===== src/rtl/ssp_pkg.sv =====
`timescale 1ns/1ps
package ssp_pkg;
    localparam int unsigned OFS_CTL0  = 'h00;
    localparam int unsigned OFS_CTL1  = 'h04;
    localparam int unsigned OFS_DATA  = 'h08;
    localparam int unsigned OFS_STAT  = 'h0C;
    localparam int unsigned OFS_PRESC = 'h10;
    localparam int unsigned OFS_INTS  = 'h14;

    localparam int unsigned C1_RXIE = 0;
    localparam int unsigned C1_TXIE = 1;
    localparam int unsigned C1_ORIE = 2;
    localparam int unsigned C1_LOOP = 3;
    localparam int unsigned C1_EN   = 4;

    localparam int unsigned C0_PHA = 6;
    localparam int unsigned C0_POL = 7;

    typedef enum logic {SH_IDLE, SH_RUN} sh_state_e;

    typedef struct packed {
        logic [15:0] ctl0;
        logic [6:0]  ctl1;
        logic [7:0]  presc;
        logic        ovr;
    } regs_t;
endpackage


===== src/rtl/ssp_fifo.sv =====
`timescale 1ns/1ps
module ssp_fifo #(
    parameter int WIDTH = 16,
    parameter int DEPTH = 8
) (
    input  logic             clk,
    input  logic             rst_n,
    input  logic             push,
    input  logic [WIDTH-1:0] wdata,
    input  logic             pop,
    output logic [WIDTH-1:0] rdata,
    output logic [$clog2(DEPTH+1)-1:0] count,
    output logic             full,
    output logic             empty
);
    localparam int AW = (DEPTH > 1) ? $clog2(DEPTH) : 1;
    localparam int CW = $clog2(DEPTH+1);

    typedef struct packed {
        logic [AW-1:0] wp;
        logic [AW-1:0] rp;
        logic [CW-1:0] cnt;
    } fifo_st_t;

    fifo_st_t q, d;
    logic [WIDTH-1:0] mem_q [DEPTH];
    logic do_push, do_pop;

    assign full    = (q.cnt == CW'(DEPTH));
    assign empty   = (q.cnt == '0);
    assign do_push = push && !full;
    assign do_pop  = pop && !empty;

    function automatic logic [AW-1:0] bump(input logic [AW-1:0] p);
        return (p == AW'(DEPTH-1)) ? '0 : p + AW'(1);
    endfunction

    always_comb begin
        d = q;
        if (do_push) d.wp = bump(q.wp);
        if (do_pop)  d.rp = bump(q.rp);
        case ({do_push, do_pop})
            2'b10:   d.cnt = q.cnt + CW'(1);
            2'b01:   d.cnt = q.cnt - CW'(1);
            default: d.cnt = q.cnt;
        endcase
    end

    always_ff @(posedge clk or negedge rst_n) begin
        if (!rst_n) q <= '0;
        else        q <= d;
    end

    always_ff @(posedge clk) begin
        if (do_push) mem_q[q.wp] <= wdata;
    end

    assign rdata = mem_q[q.rp];
    assign count = q.cnt;

    AST_FIFO_BOUND: assert property (@(posedge clk) disable iff (!rst_n)
        q.cnt <= CW'(DEPTH));
    AST_FIFO_FULL_HOLD: assert property (@(posedge clk) disable iff (!rst_n)
        (push && !pop && full) |=> $stable(q.cnt));
endmodule


===== src/rtl/ssp_shifter.sv =====
`timescale 1ns/1ps
module ssp_shifter
    import ssp_pkg::*;
#(
    parameter int MAXW = 16,
    parameter int CNTW = 16
) (
    input  logic            clk,
    input  logic            rst_n,
    input  logic            enable,
    input  logic            cpol,
    input  logic            cpha,
    input  logic            loopback,
    input  logic [3:0]      size_m1,
    input  logic [CNTW-1:0] half_len,
    input  logic            tx_avail,
    input  logic [MAXW-1:0] tx_word,
    output logic            tx_pop,
    output logic            rx_done,
    output logic [MAXW-1:0] rx_word,
    output logic            active,
    output logic            sclk,
    output logic            mosi,
    input  logic            miso
);
    localparam int BW = $clog2(MAXW+1);

    typedef struct packed {
        sh_state_e       state;
        logic [CNTW-1:0] cnt;
        logic [BW-1:0]   bits;
        logic            lead;
        logic            sclk;
        logic            mosi;
        logic            done;
        logic [MAXW-1:0] txsr;
        logic [MAXW-1:0] rxsr;
    } sh_st_t;

    sh_st_t q, d;
    logic din;

    assign din = loopback ? q.mosi : miso;

    always_comb begin
        d      = q;
        d.done = 1'b0;
        tx_pop = 1'b0;
        case (q.state)
            SH_IDLE: begin
                d.sclk = cpol;
                if (enable && tx_avail) begin
                    tx_pop  = 1'b1;
                    d.state = SH_RUN;
                    d.cnt   = half_len;
                    d.bits  = BW'(size_m1) + BW'(1);
                    d.lead  = 1'b1;
                    d.rxsr  = '0;
                    if (!cpha) begin
                        d.mosi = tx_word[size_m1];
                        d.txsr = {tx_word[MAXW-2:0], 1'b0};
                    end else begin
                        d.txsr = tx_word;
                    end
                end
            end
            default: begin
                if (!enable) begin
                    d.state = SH_IDLE;
                    d.sclk  = cpol;
                end else if (q.cnt <= CNTW'(1)) begin
                    d.cnt  = half_len;
                    d.sclk = ~q.sclk;
                    if (q.lead) begin
                        d.lead = 1'b0;
                        if (!cpha) begin
                            d.rxsr = {q.rxsr[MAXW-2:0], din};
                        end else begin
                            d.mosi = q.txsr[size_m1];
                            d.txsr = {q.txsr[MAXW-2:0], 1'b0};
                        end
                    end else begin
                        d.lead = 1'b1;
                        if (cpha) d.rxsr = {q.rxsr[MAXW-2:0], din};
                        if (q.bits <= BW'(1)) begin
                            d.state = SH_IDLE;
                            d.done  = 1'b1;
                        end else begin
                            d.bits = q.bits - BW'(1);
                            if (!cpha) begin
                                d.mosi = q.txsr[size_m1];
                                d.txsr = {q.txsr[MAXW-2:0], 1'b0};
                            end
                        end
                    end
                end else begin
                    d.cnt = q.cnt - CNTW'(1);
                end
            end
        endcase
    end

    always_ff @(posedge clk or negedge rst_n) begin
        if (!rst_n) q <= '0;
        else        q <= d;
    end

    assign rx_done = q.done;
    assign rx_word = q.rxsr;
    assign active  = (q.state == SH_RUN);
    assign sclk    = q.sclk;
    assign mosi    = q.mosi;

    AST_IDLE_LEVEL: assert property (@(posedge clk) disable iff (!rst_n)
        (q.state == SH_IDLE && $past(q.state == SH_IDLE) && $stable(cpol)) |-> q.sclk == cpol);
    AST_DONE_PULSE: assert property (@(posedge clk) disable iff (!rst_n)
        q.done |=> !q.done);
    AST_DISABLED_STOPS: assert property (@(posedge clk) disable iff (!rst_n)
        !enable |=> q.state == SH_IDLE);
endmodule


===== src/rtl/ssp_master.sv =====
`timescale 1ns/1ps
module ssp_master
    import ssp_pkg::*;
#(
    parameter int ADDR_W = 5,
    parameter int DEPTH  = 8,
    parameter int THRESH = 4
) (
    input  logic              clk,
    input  logic              rst_n,
    input  logic              bus_wr,
    input  logic              bus_rd,
    input  logic [ADDR_W-1:0] bus_addr,
    input  logic [1:0]        bus_be,
    input  logic [15:0]       bus_wdata,
    output logic [15:0]       bus_rdata,
    output logic              sclk,
    output logic              mosi,
    input  logic              miso,
    output logic              irq_rx,
    output logic              irq_tx,
    output logic              irq_ror,
    output logic              irq
);
    localparam int CW = $clog2(DEPTH+1);

    regs_t q, d;

    logic sel_ctl0, sel_ctl1, sel_data, sel_stat, sel_presc, sel_ints;
    assign sel_ctl0  = (bus_addr == ADDR_W'(OFS_CTL0));
    assign sel_ctl1  = (bus_addr == ADDR_W'(OFS_CTL1));
    assign sel_data  = (bus_addr == ADDR_W'(OFS_DATA));
    assign sel_stat  = (bus_addr == ADDR_W'(OFS_STAT));
    assign sel_presc = (bus_addr == ADDR_W'(OFS_PRESC));
    assign sel_ints  = (bus_addr == ADDR_W'(OFS_INTS));

    logic          tx_push, tx_pop, tx_full, tx_empty;
    logic [15:0]   tx_in, tx_head;
    logic [CW-1:0] tx_cnt;
    logic          rx_push, rx_pop, rx_full, rx_empty;
    logic [15:0]   rx_head;
    logic [CW-1:0] rx_cnt;
    logic          sh_done, sh_active;
    logic [15:0]   sh_word;
    logic          ovr_clr;

    assign tx_push = bus_wr && sel_data && (bus_be != 2'b00);
    assign tx_in   = bus_be[1] ? bus_wdata : {8'h00, bus_wdata[7:0]};
    assign rx_pop  = bus_rd && sel_data;
    assign rx_push = sh_done && !rx_full;
    assign ovr_clr = bus_wr && sel_ints;

    ssp_fifo #(.WIDTH(16), .DEPTH(DEPTH)) u_txq (
        .clk(clk), .rst_n(rst_n), .push(tx_push), .wdata(tx_in), .pop(tx_pop),
        .rdata(tx_head), .count(tx_cnt), .full(tx_full), .empty(tx_empty)
    );

    ssp_fifo #(.WIDTH(16), .DEPTH(DEPTH)) u_rxq (
        .clk(clk), .rst_n(rst_n), .push(rx_push), .wdata(sh_word), .pop(rx_pop),
        .rdata(rx_head), .count(rx_cnt), .full(rx_full), .empty(rx_empty)
    );

    logic [3:0]  size_m1;
    logic [6:0]  pre_half;
    logic [15:0] half_len;

    assign size_m1  = (q.ctl0[3:0] < 4'd3) ? 4'd3 : q.ctl0[3:0];
    assign pre_half = (q.presc[7:1] == 7'd0) ? 7'd1 : q.presc[7:1];
    assign half_len = 16'(pre_half) * (16'(q.ctl0[15:8]) + 16'd1);

    ssp_shifter #(.MAXW(16), .CNTW(16)) u_shift (
        .clk(clk), .rst_n(rst_n),
        .enable(q.ctl1[C1_EN]), .cpol(q.ctl0[C0_POL]), .cpha(q.ctl0[C0_PHA]),
        .loopback(q.ctl1[C1_LOOP]), .size_m1(size_m1), .half_len(half_len),
        .tx_avail(!tx_empty), .tx_word(tx_head), .tx_pop(tx_pop),
        .rx_done(sh_done), .rx_word(sh_word), .active(sh_active),
        .sclk(sclk), .mosi(mosi), .miso(miso)
    );

    always_comb begin
        d = q;
        if (bus_wr && bus_be[0]) begin
            if (sel_ctl0)  d.ctl0[7:0] = bus_wdata[7:0];
            if (sel_ctl1)  d.ctl1      = bus_wdata[6:0];
            if (sel_presc) d.presc     = {bus_wdata[7:1], 1'b0};
        end
        if (bus_wr && bus_be[1] && sel_ctl0) d.ctl0[15:8] = bus_wdata[15:8];
        if (ovr_clr) d.ovr = 1'b0;
        if (sh_done && rx_full) d.ovr = 1'b1;
    end

    always_ff @(posedge clk or negedge rst_n) begin
        if (!rst_n) q <= '0;
        else        q <= d;
    end

    logic busy;
    assign busy    = sh_active || !tx_empty;
    assign irq_rx  = q.ctl1[C1_RXIE] && (rx_cnt >= CW'(THRESH));
    assign irq_tx  = q.ctl1[C1_TXIE] && (tx_cnt <= CW'(THRESH));
    assign irq_ror = q.ctl1[C1_ORIE] && q.ovr;
    assign irq     = irq_rx || irq_tx || irq_ror;

    always_comb begin
        bus_rdata = 16'h0000;
        if (sel_ctl0)  bus_rdata = q.ctl0;
        if (sel_ctl1)  bus_rdata = {9'd0, q.ctl1};
        if (sel_data)  bus_rdata = rx_empty ? 16'h0000 : rx_head;
        if (sel_stat)  bus_rdata = {11'd0, busy, rx_full, !rx_empty, !tx_full, tx_empty};
        if (sel_presc) bus_rdata = {8'd0, q.presc};
        if (sel_ints)  bus_rdata = {13'd0, irq_ror, irq_tx, irq_rx};
    end

    AST_OVR_SET: assert property (@(posedge clk) disable iff (!rst_n)
        (sh_done && rx_full) |=> q.ovr);
    AST_OVR_STICKY: assert property (@(posedge clk) disable iff (!rst_n)
        (q.ovr && !ovr_clr) |=> q.ovr);
    AST_NO_PUSH_WHEN_FULL: assert property (@(posedge clk) disable iff (!rst_n)
        (sh_done && rx_full && !rx_pop) |=> rx_full);
endmodule


===== config.mk =====
export PLATFORM = sky130hd
export DESIGN_NAME = ssp_master
export DESIGN_NICKNAME = d
export VERILOG_FILES = /design/src/rtl/ssp_pkg.sv /design/src/rtl/ssp_fifo.sv /design/src/rtl/ssp_shifter.sv /design/src/rtl/ssp_master.sv
export SDC_FILE = /design/constraint.sdc
export NUM_CORES = 1
export LEC_CHECK = 0
export BUFFER_PORTS_ARGS = -buffer_cell sky130_fd_sc_hd__buf_4
export CORE_MARGIN = 8
export CORE_UTILIZATION = 60
export CTS_CLUSTER_SIZE = 25
export DETAILED_ROUTE_END_ITERATION = 16
export HOLD_SLACK_MARGIN = 0.03
export PLACE_DENSITY = 0.77
export SETUP_SLACK_MARGIN = 0.05
export SYNTH_ARGS = -nofsm -noshare
export SYNTH_HDL_FRONTEND = slang
export SYNTH_HIERARCHICAL = 1
export SYNTH_SLANG_ARGS = --single-unit

===== constraint.sdc =====
create_clock -name clk -period 10.1 [get_ports clk]
set_clock_uncertainty 0.2 [all_clocks]
set_input_delay 1.01 -clock clk [delete_from_list [all_inputs] [get_ports clk]]
set_output_delay 1.01 -clock clk [all_outputs]
set_load 0.005 [all_outputs]

==> flow_metrics.env <==
export IMPL_period_minus_slack_ns=6.138
export IMPL_grt_pass1_wl_um=68040
export IMPL_grt_pass1_vias=11780
export IMPL_grtUsageMet2_pct=39.33
export IMPL_finalSetupViolCount=0
export IMPL_cts_buffers=38
export IMPL_synth_nets=1454
export IMPL_die_x_um=194.4
export IMPL_critical_path_buf_inv_count=2
export IMPL_vias=11580
export IMPL_drt_iter0_drc=1032
export IMPL_dpl_cell_count=1725
export IMPL_cts_num_sinks=365
export IMPL_fin_ws_ns=3.962
export IMPL_antenna_found_initial=0
export IMPL_max_cap_viol_count=0
export IMPL_rrSetupSlack_ns=3.96
export IMPL_clock_fmax_mhz=162.9
export IMPL_arrival_ns=6.37
export IMPL_syn_avg_cell_area_um2=14.30
export IMPL_htree_levels=2
export IMPL_post_route_period_util_pct=60.77
export IMPL_met1_usage_pct=29.65
export IMPL_layoutNonFillerInstCount=1794
export IMPL_synthCells=1336
export IMPL_first_pass_iters=5
export IMPL_rr_worst_depth=20
export IMPL_path_max_fanout=12
export IMPL_post_route_cells_drive_above_1_share_pct=20.19
export IMPL_end_kind="flop"
export IMPL_vdd_ir_drop_max_uv=174.7
export IMPL_hold_class="in -> async"
export IMPL_grt_max_degree=69
export IMPL_gp_congestion=0.8758
export IMPL_slew_viol_final=0
export IMPL_num_nets_final=1481
export IMPL_relSlewSlack_pct=25.07
export IMPL_p_leak_nw=8.132
export IMPL_insertion_delay_ns=0.52
export IMPL_port_buffers=49
export IMPL_crit_chain="ha_1 > nand3_1 > nor2_1 > xnor2_1 > nor2b_1 > fa_1 > inv_1 > fa_1 > fa_1 > inv_1 > fa_1 > ha_1 > a21o_1 > a31o_2 > or4_1 > o221ai_1 > xnor2_1 > a22oi_1 > a21oi_1 > a2bb2oi_1"
export IMPL_cts_path_max_buffers=3
export IMPL_syn_cell_area_mm2=0.01910
export IMPL_required_ns=10.33
export IMPL_grt_usage_pct=22.85
export IMPL_fin_setup_tns_ns=0
export IMPL_cts_tree="yes"
export IMPL_powerDensity_mw_per_mm2=219.1
export IMPL_dieHeight_um=194.4
export IMPL_cts_repair_resized=0
export IMPL_gr_usage_met3_pct=3.248
export IMPL_worstSetupStartpointType="flop"
export IMPL_place_ws_ns=4.025
export IMPL_crit_path_frequent_cell="fa_1"
export IMPL_postRouteAntennaNets=0
export IMPL_max_stage_delay_ns=0.54
export IMPL_worstSetupPathType="reg -> reg"
export IMPL_boundaryPins=50
export IMPL_fp_row_count=65
export IMPL_drt_vias_per_instance=6.455
export IMPL_hold_buffers=0
export IMPL_die_area_mm2=0.03780
export IMPL_regToRegEndpoint="u_shift/q[56]"
export IMPL_initial_core_util_pct=60.68
export IMPL_rsz0062_at_grt="false"
export IMPL_r2r_start="q[24]"
export IMPL_gr_max_usage_layer="met2"
export IMPL_worst_path_dominant_cell_family="adder cells"
export IMPL_wl_um=43190
export IMPL_cts_setup_buffers=0
export IMPL_dp_hpwl_um=28320
export IMPL_root_buffer="clkbuf_16"
export IMPL_drc=0
export IMPL_syn_to_final_growth_pct=9.788
export IMPL_clkTransAtPathRegs_ns=0.06
export IMPL_timing_final_hold_violations=0
export IMPL_status="finished clean"
export IMPL_core_region_area_mm2=0.03147
export IMPL_crit_path_top_delay_cell="fa_1"
export IMPL_yosysWarnings=6
export IMPL_grt_overflow_total=0
export IMPL_worstMarginPinSlew_ns=1.114
export IMPL_wl_per_cell_um=24.08
export IMPL_num_antenna_cells=0
-- layer usage --
metal  share of wire (%)  up-vias
li1                    -     5131
met1                  41     5912
met2                  50      447
met3                 5.9       90
met4                 3.0        0
met5                   0        -
-- flip-flops by register name (all words and copies together) (netlist names) --
signal / cells
u_rxq/mem_q: 128
u_txq/count: 4
u_shift/active: 1
u_shift/sclk: 1
q: 31
u_rxq/count: 4
u_shift/rx_done: 1
u_txq/q: 6
u_txq/mem_q: 128
u_shift/q: 38
u_rxq/q: 6
u_shift/rx_word: 16
u_shift/mosi: 1
-- worst register-to-register path: cells and delay by family (launching register included) --
kind | cells | cell delay (ns)
buffers and inverters | 2 | 0.10
adder cells (fa/ha/maj) | 6 | 2.65
AND/OR/NAND/NOR | 4 | 0.81
flip-flops | 1 | 0.50
XOR/XNOR | 2 | 0.63
AO/OA/AOI/OAI | 6 | 1.14
-- per-stage QoR --
| step | hold WS (ns) | utilization, % | cell area (um2) | power [mW] |
|---|---|---|---|---|
| final | 0.2955 | 66.62 | 20970 | 4.594 |
| after detailed placement | 0.2792 | 62.63 | 19710 | 3.188 |
| after global placement | 0.2813 | 62.63 | 19710 | 3.149 |
| after floorplan | 0.2498 | - | 19100 | 2.904 |
| after global routing | 0.3207 | 66.62 | 20970 | 4.817 |
| after CTS | 0.2941 | 66.62 | 20970 | 4.607 |
-- power by group --
group / internal (mW) / switching [mW] / leakage [nW] / total [mW]
Clock: 0.835 / 0.571 / 0.610 / 1.41
Combinational: 0.619 / 0.663 / 3.79 / 1.28
Sequential: 1.71 / 0.198 / 3.73 / 1.91
Total: 3.16 / 1.43 / 8.13 / 4.59
-- layout by cell type, fill, tap and decap left out, types with 22 or more instances in the layout --
cell	instances
a21oi_1	27
and2_1	22
buf_4	80
clkbuf_16	39
dfrtp_1	108
edfxtp_1	256
fa_1	36
ha_1	54
inv_1	62
mux2_2	66
mux2i_1	26
mux4_1	46
mux4_2	24
nand2_1	63
nand3_1	30
nor2_1	49
nor2b_1	47
o21ai_0	47
o2bb2ai_1	24
-- final cells by class --
type	instances	area (um2)
fill	2105	10510
sequential	365	10420
multi-input combinational	816	7959
clock buffer	42	987.2
timing repair buffer	80	600.6
tap	402	503.0
clock inverter	27	269.0
inverter	62	232.7
-- how the worst max path moves through the flow --
stage | from | end | slack [ns] | depth (start not counted)
2_1_floorplan | q[25] | u_shift/q[56] | 4.57 | 20
3_3_place_gp | q[24] | u_shift/q[56] | 4.22 | 20
3_5_place_dp | q[24] | u_shift/q[56] | 4.02 | 20
4_1_cts | q[24] | u_shift/q[56] | 3.97 | 20
5_1_grt | q[24] | u_shift/q[56] | 3.53 | 20
6_report | q[24] | u_shift/q[56] | 3.96 | 20
Power figures use the tool's default switching activity.
